## config.mk

```make
export PLATFORM = sky130hd
export DESIGN_NAME = pc_sequencer
export DESIGN_NICKNAME = d
export VERILOG_FILES = /design/src/rtl/pcseq_pkg.sv /design/src/rtl/pcseq_target_sel.sv /design/src/rtl/pcseq_slot_reg.sv /design/src/rtl/pcseq_pc_reg.sv /design/src/rtl/pc_sequencer.sv
export SDC_FILE = /design/constraint.sdc
export NUM_CORES = 1
export LEC_CHECK = 0
export CAP_MARGIN = 0
export CORE_MARGIN = 2
export CORE_UTILIZATION = 31
export CTS_CLUSTER_SIZE = 24
export DETAILED_ROUTE_END_ITERATION = 7
export GPL_TIMING_DRIVEN = 1
export PLACE_DENSITY = 0.73
export SLEW_MARGIN = 40
export SYNTH_ARGS = -nofsm -noshare
export SYNTH_HDL_FRONTEND = slang
export SYNTH_SLANG_ARGS = --single-unit
```

## constraint.sdc

```tcl
create_clock -name clk_i -period 2.2 [get_ports clk_i]
set_input_delay 0.44 -clock clk_i [delete_from_list [all_inputs] [get_ports clk_i]]
set_output_delay 0.44 -clock clk_i [all_outputs]
set_load 0.01 [all_outputs]
```

## src/rtl/pcseq_pkg.sv

```systemverilog
package pcseq_pkg;
  // Byte-address width of the instruction store (4 KB)
  localparam int unsigned PC_W    = 12;
  // Bytes per instruction as a power of two
  localparam int unsigned ALIGN_B = 2;
  // Width of targets handed over by the execute stage
  localparam int unsigned TGT_W   = 32;
  localparam int unsigned STEP    = 1 << ALIGN_B;

  typedef logic [PC_W-1:0]  pc_t;
  typedef logic [TGT_W-1:0] tgt_t;

  localparam pc_t WORD_MASK = pc_t'(~((1 << ALIGN_B) - 1));

  // Cut a wide target to the fetch window and word alignment
  function automatic pc_t fit_target(input tgt_t t);
    pc_t low;
    low = t[PC_W-1:0];
    return low & WORD_MASK;
  endfunction

  // Add a small byte offset with modulo-window wrap
  function automatic pc_t wrap_add(input pc_t a, input int unsigned n);
    pc_t inc;
    inc = pc_t'(n);
    return a + inc;
  endfunction
endpackage

```

## src/rtl/pcseq_target_sel.sv

```systemverilog
module pcseq_target_sel
  import pcseq_pkg::*;
#(
  parameter bit JR_FIRST = 1'b1
) (
  input  logic br_take_i,
  input  tgt_t br_tgt_i,
  input  logic jr_take_i,
  input  tgt_t jr_tgt_i,
  output logic req_o,
  output pc_t  tgt_o
);
  pc_t br_fit_w;
  pc_t jr_fit_w;

  assign br_fit_w = fit_target(br_tgt_i);
  assign jr_fit_w = fit_target(jr_tgt_i);
  assign req_o    = br_take_i | jr_take_i;

  generate
    if (JR_FIRST) begin : g_jr_first
      always_comb tgt_o = jr_take_i ? jr_fit_w : br_fit_w;
    end else begin : g_br_first
      always_comb tgt_o = br_take_i ? br_fit_w : jr_fit_w;
    end
  endgenerate
endmodule

```

## src/rtl/pcseq_slot_reg.sv

```systemverilog
module pcseq_slot_reg
  import pcseq_pkg::*;
(
  input  logic clk_i,
  input  logic rst_i,
  input  logic adv_i,
  input  logic req_i,
  input  pc_t  tgt_i,
  output logic slot_o,
  output pc_t  slot_tgt_o
);
  logic accept_w;
  logic retire_w;

  assign accept_w = adv_i & ~slot_o & req_i;
  assign retire_w = adv_i & slot_o;

  always_ff @(posedge clk_i) begin
    if (rst_i) begin
      slot_o     <= 1'b0;
      slot_tgt_o <= '0;
    end else if (retire_w) begin
      slot_o     <= 1'b0;
    end else if (accept_w) begin
      slot_o     <= 1'b1;
      slot_tgt_o <= tgt_i;
    end
  end


  accept_opens_slot_chk: assert property (@(posedge clk_i) disable iff (rst_i)
    (adv_i && !slot_o && req_i) |=> slot_o);


  slot_closes_chk: assert property (@(posedge clk_i) disable iff (rst_i)
    (adv_i && slot_o) |=> !slot_o);


  slot_hold_chk: assert property (@(posedge clk_i) disable iff (rst_i)
    !adv_i |=> ($stable(slot_o) && $stable(slot_tgt_o)));
endmodule

```

## src/rtl/pcseq_pc_reg.sv

```systemverilog
module pcseq_pc_reg
  import pcseq_pkg::*;
(
  input  logic clk_i,
  input  logic rst_i,
  input  logic adv_i,
  input  logic load_i,
  input  pc_t  load_pc_i,
  output pc_t  pc_o,
  output pc_t  link_o
);
  pc_t seq_pc_w;
  pc_t next_pc_w;

  assign seq_pc_w  = wrap_add(pc_o, STEP);
  assign next_pc_w = load_i ? load_pc_i : seq_pc_w;
  assign link_o    = wrap_add(pc_o, 2 * STEP);

  always_ff @(posedge clk_i) begin
    if (rst_i)      pc_o <= '0;
    else if (adv_i) pc_o <= next_pc_w;
  end


  pc_hold_chk: assert property (@(posedge clk_i) disable iff (rst_i)
    !adv_i |=> $stable(pc_o));


  pc_step_chk: assert property (@(posedge clk_i) disable iff (rst_i)
    (adv_i && !load_i) |=> (pc_o == PC_W'($past(pc_o) + PC_W'(STEP))));


  pc_align_chk: assert property (@(posedge clk_i) disable iff (rst_i)
    pc_o[ALIGN_B-1:0] == '0);
endmodule

```

## src/rtl/pc_sequencer.sv

```systemverilog
module pc_sequencer
  import pcseq_pkg::*;
(
  input  logic        clk_i,
  input  logic        rst_i,
  input  logic        hold_i,
  input  logic        br_take_i,
  input  logic [31:0] br_tgt_i,
  input  logic        jr_take_i,
  input  logic [31:0] jr_tgt_i,
  output logic [11:0] fetch_pc_o,
  output logic [11:0] link_pc_o,
  output logic        dslot_o
);
  logic adv_w;
  logic req_w;
  pc_t  sel_tgt_w;
  logic slot_w;
  pc_t  slot_tgt_w;
  pc_t  pc_w;
  pc_t  link_w;

  assign adv_w = ~hold_i;

  pcseq_target_sel #(.JR_FIRST(1'b1)) sel_i (
    .br_take_i (br_take_i),
    .br_tgt_i  (br_tgt_i),
    .jr_take_i (jr_take_i),
    .jr_tgt_i  (jr_tgt_i),
    .req_o     (req_w),
    .tgt_o     (sel_tgt_w)
  );

  pcseq_slot_reg slot_i (
    .clk_i      (clk_i),
    .rst_i      (rst_i),
    .adv_i      (adv_w),
    .req_i      (req_w),
    .tgt_i      (sel_tgt_w),
    .slot_o     (slot_w),
    .slot_tgt_o (slot_tgt_w)
  );

  pcseq_pc_reg pc_i (
    .clk_i     (clk_i),
    .rst_i     (rst_i),
    .adv_i     (adv_w),
    .load_i    (slot_w),
    .load_pc_i (slot_tgt_w),
    .pc_o      (pc_w),
    .link_o    (link_w)
  );

  assign fetch_pc_o = pc_w;
  assign link_pc_o  = link_w;
  assign dslot_o    = slot_w;


  slot_loads_target_chk: assert property (@(posedge clk_i) disable iff (rst_i)
    (!hold_i && slot_w) |=> (fetch_pc_o == $past(slot_tgt_w)));
endmodule

```

==> results.json, run 1 <==
{
  "antenna_found_initial": 0,
  "grt_pass1_wl_um": 5460,
  "synth_compound_area_share_pct": 24.6,
  "r2r_end": "pc_i.pc_o[4]$_SDFFE_PP0N_",
  "p_per_area_mw_per_mm2": 488,
  "synth_ff_type": "dfxtp_1",
  "rrSetupSlack_ns": 0.53,
  "area_growth_syn_to_layout_pct": 43.6,
  "whs_path_depth": 2,
  "design.core.area_sq_mm": 0.00403,
  "grt_usage_pct": 15.0,
  "yosysSeqAreaShare_pct": 32.2,
  "met2WireLength_um": 1460,
  "fin_setup_tns_ns": 0,
  "status": "completed",
  "slowest_delay_ns": 0.55,
  "ys_ff_latch": 21,
  "synthesis.area_sq_mm": 0.00131,
  "start_util_pct": 32.5,
  "ant_nets": 0,
  "cp.required_ns": 1.76,
  "totalWireLength_um": 3270,
  "r2r_cells": 4,
  "post_drt_via_cell_ratio": 5.21,
  "synth_cell_types": 43,
  "whs_ns": 0.520,
  "ir_worst_vdd_uv": 251,
  "min_from": "slot_i.slot_tgt_o[4]$_SDFFE_PP0P_",
  "post_cts_buffers": 0,
  "ys_warn_count": 0,
  "dieArea_sq_mm": 0.00475,
  "cp_cell_sequence": "and4_4, nand2_1, xnor2_1, clkdlybuf4s50_1",
  "critPathKind": "reg -> out",
  "synth-adder-area-share_pct": 1.91,
  "period_share_pct": 95.6,
  "async_flop_share_pct": 0,
  "rsz0062_at_grt": "no",
  "post_drt_wl_per_cell_um": 13.0,
  "cp-end-kind": "output pin",
  "clock_path_buffers": 2,
  "avgSynthCellArea_sq_um": 8.33,
  "num_rows": 23,
  "r2r_start": "pc_i.pc_o[2]$_SDFFE_PP0N_",
  "n_antenna_cell": 0,
  "muxShareOfSynthArea_pct": 7.66,
  "slew_violations": 0,
  "synth_edf_count": 0,
  "p_total_mw": 0.916,
  "synth_xor_area_share_pct": 4.69,
  "clock_latency_ns": 0.26,
  "worstPathArrival_ns": 1.66,
  "drc": 0,
  "path_clk_slew_ns": 0.08,
  "cp_max_fo": 7,
  "hp-class": "reg -> reg",
  "grt.overflow.total": 0,
  "die_h_um": 68.9,
  "boundaryPins": 94,
  "synthSimpleGateAreaFrac_pct": 18.9,
  "finClkSkew_ns": 0.00171,
  "grt_pass1_vias": 1188,
  "synth_top_family_by_area": "compound AO/OA/AOI/OAI gates",
  "cts_tree": "done",
  "cts_root_buffer": "clkbuf_8",
  "netlist_instances": 157,
  "num_vias": 1312,
  "layout-drive-gt1-share_pct": 11.9,
  "setup_viol": 0,
  "static-leakage-power_nw": 0.733,
  "htreeDepth": 1,
  "cts_buffers": 3,
  "met1_length_um": 1470,
  "timing.fmax_mhz": 475,
  "hold_end": "slot_i.slot_tgt_o[4]$_SDFFE_PP0P_",
  "gp_congestion": 0.923,
  "met3_length_um": 307,
  "drt_iter0_markers": 47,
  "chipWidth_um": 68.9,
  "slowest_stage": "clkdlybuf4s50_1",
  "min_period_ns": 2.10,
  "numPortBuffers": 45,
  "finalHoldViolCount": 0,
  "grt_max_degree": 23,
  "place_hpwl_um": 2420,
  "start_kind": "flip-flop",
  "clock_sinks": 21,
  "top_layer": "met4",
  "maxCapViolations": 0,
  "nNetsFinal": 274,
  "drt_pass1_iterations": 5
}
==> sequential cells by signal (all words and copies together), names as in the netlist <==
name and flops:
pc_i.pc_o 10, slot_i.slot_tgt_o 10, slot_i.slot_o 1
==> per-layer routing <==
metal | vias to the layer above | GRT usage [%]
met2 | 76 | 23.6
met3 | 4 | 2.44
met1 | 574 | 20.8
met4 | 0 | 4.90
met5 | - | 0
li1 | 658 | -
==> where the power goes <==
part	internal [mW]	switching [mW]	total [mW]
registers	0.406	0.0254	0.431
clock network	0.126	0.131	0.257
logic	0.128	0.0997	0.228
==> Yosys cell counts (3+ instances only) <==
| library cell | n | area (sq um) |
|---|---|---|
| a211oi_1 | 12 | 90.1 |
| a21o_1 | 3 | 22.5 |
| a21oi_1 | 14 | 70.1 |
| buf_2 | 7 | 35.0 |
| buf_4 | 5 | 37.5 |
| clkbuf_1 | 8 | 30.0 |
| dfxtp_1 | 21 | 420 |
| inv_1 | 4 | 15.0 |
| mux2i_1 | 10 | 100 |
| nand2_1 | 8 | 30.0 |
| nand3_1 | 3 | 15.0 |
| nand4_1 | 6 | 37.5 |
| nor2_1 | 6 | 22.5 |
| nor2b_1 | 3 | 18.8 |
| o21ai_0 | 4 | 20.0 |
| xnor2_1 | 6 | 52.6 |
==> cells in the final DEF (no fill, tap or decap), types with 3 or more instances in the layout <==
cell              n
a21oi_1          14
clkdlybuf4s50_1  41
a211oi_1         12
a21o_1            3
nand4_1           6
o21ai_0           4
clkbuf_8          3
dfxtp_1          20
nand2_1           8
conb_1            4
inv_1             4
xnor2_1           6
nor2b_1           3
nor2_1            6
mux2i_1          10
buf_4            14
nand3_1           3
==> cell type report <==
type,count,area (sq um)
Multi-Input combinational cell,114,774
Fill cell,413,2150
Timing Repair Buffer,59,558
Tap cell,50,62.6
Inverter,4,15.0
Sequential cell,21,422
Clock inverter,1,5.00
Clock buffer,3,41.3
==> worst max path at each step <==
stage,startpoint,end
after floorplan,pc_i.pc_o[4]$_SDFFE_PP0N_,link_pc_o[7]
after global placement,pc_i.pc_o[5]$_SDFFE_PP0N_,link_pc_o[11]
after detailed placement,pc_i.pc_o[5]$_SDFFE_PP0N_,link_pc_o[11]
after CTS,pc_i.pc_o[5]$_SDFFE_PP0N_,link_pc_o[11]
after global routing,pc_i.pc_o[5]$_SDFFE_PP0N_,link_pc_o[9]
final,pc_i.pc_o[5]$_SDFFE_PP0N_,link_pc_o[9]
==> metrics by stage <==
| stage | utilization, % | cells | worst slack (ns) | cell area, sq um |
|---|---|---|---|---|
| 3_3_place_gp | 45.2 | 248 | 0.181 | 1820 |
| 6_report | 46.6 | 252 | 0.0967 | 1880 |
| 2_1_floorplan | - | 160 | 0.458 | 1320 |
| 5_1_grt | 46.6 | 252 | 0.0164 | 1880 |
| 3_5_place_dp | 45.2 | 248 | 0.173 | 1820 |
| 4_1_cts | 46.5 | 252 | 0.0161 | 1870 |
==> cells by family (layout without fill, tap and decap cells) <==
| logic type | Yosys count | in the layout |
|---|---|---|
| AO/OA/AOI/OAI | 48 | 48 |
| AND/OR/NAND/NOR | 43 | 43 |
| buffers and inverters | 25 | 67 |
| flip-flops | 21 | 21 |
| multiplexers | 10 | 10 |
| XOR/XNOR | 7 | 7 |
| adder cells (fa/ha/maj) | 2 | 2 |
| other | 1 | 4 |
==> critical path, delay by kind of cell (launching register included) <==
kind	cells	cell delay [ns]
DFF	1	0.38
and+or+nand+nor	2	0.34
buffers and inverters	1	0.55
xor gates and xnor gates	1	0.13
==> timing repair <==
item,CTS,global route
hold buffers,0,0
gates resized for setup,6,2
setup endpoints to repair,5,2
(Power assumes the default switching activity.)
==> run 2, diff against run 1 <==
--- a/config.mk
+++ b/config.mk
@@ -5,7 +5,7 @@
 export SDC_FILE = /design/constraint.sdc
 export NUM_CORES = 1
 export LEC_CHECK = 0
-export CAP_MARGIN = 0
+export CAP_MARGIN = 30
 export CORE_MARGIN = 2
 export CORE_UTILIZATION = 31
 export CTS_CLUSTER_SIZE = 24
==> results of run 2 <==
The final DEF is identical to that of run 1; final timing and power are the same.
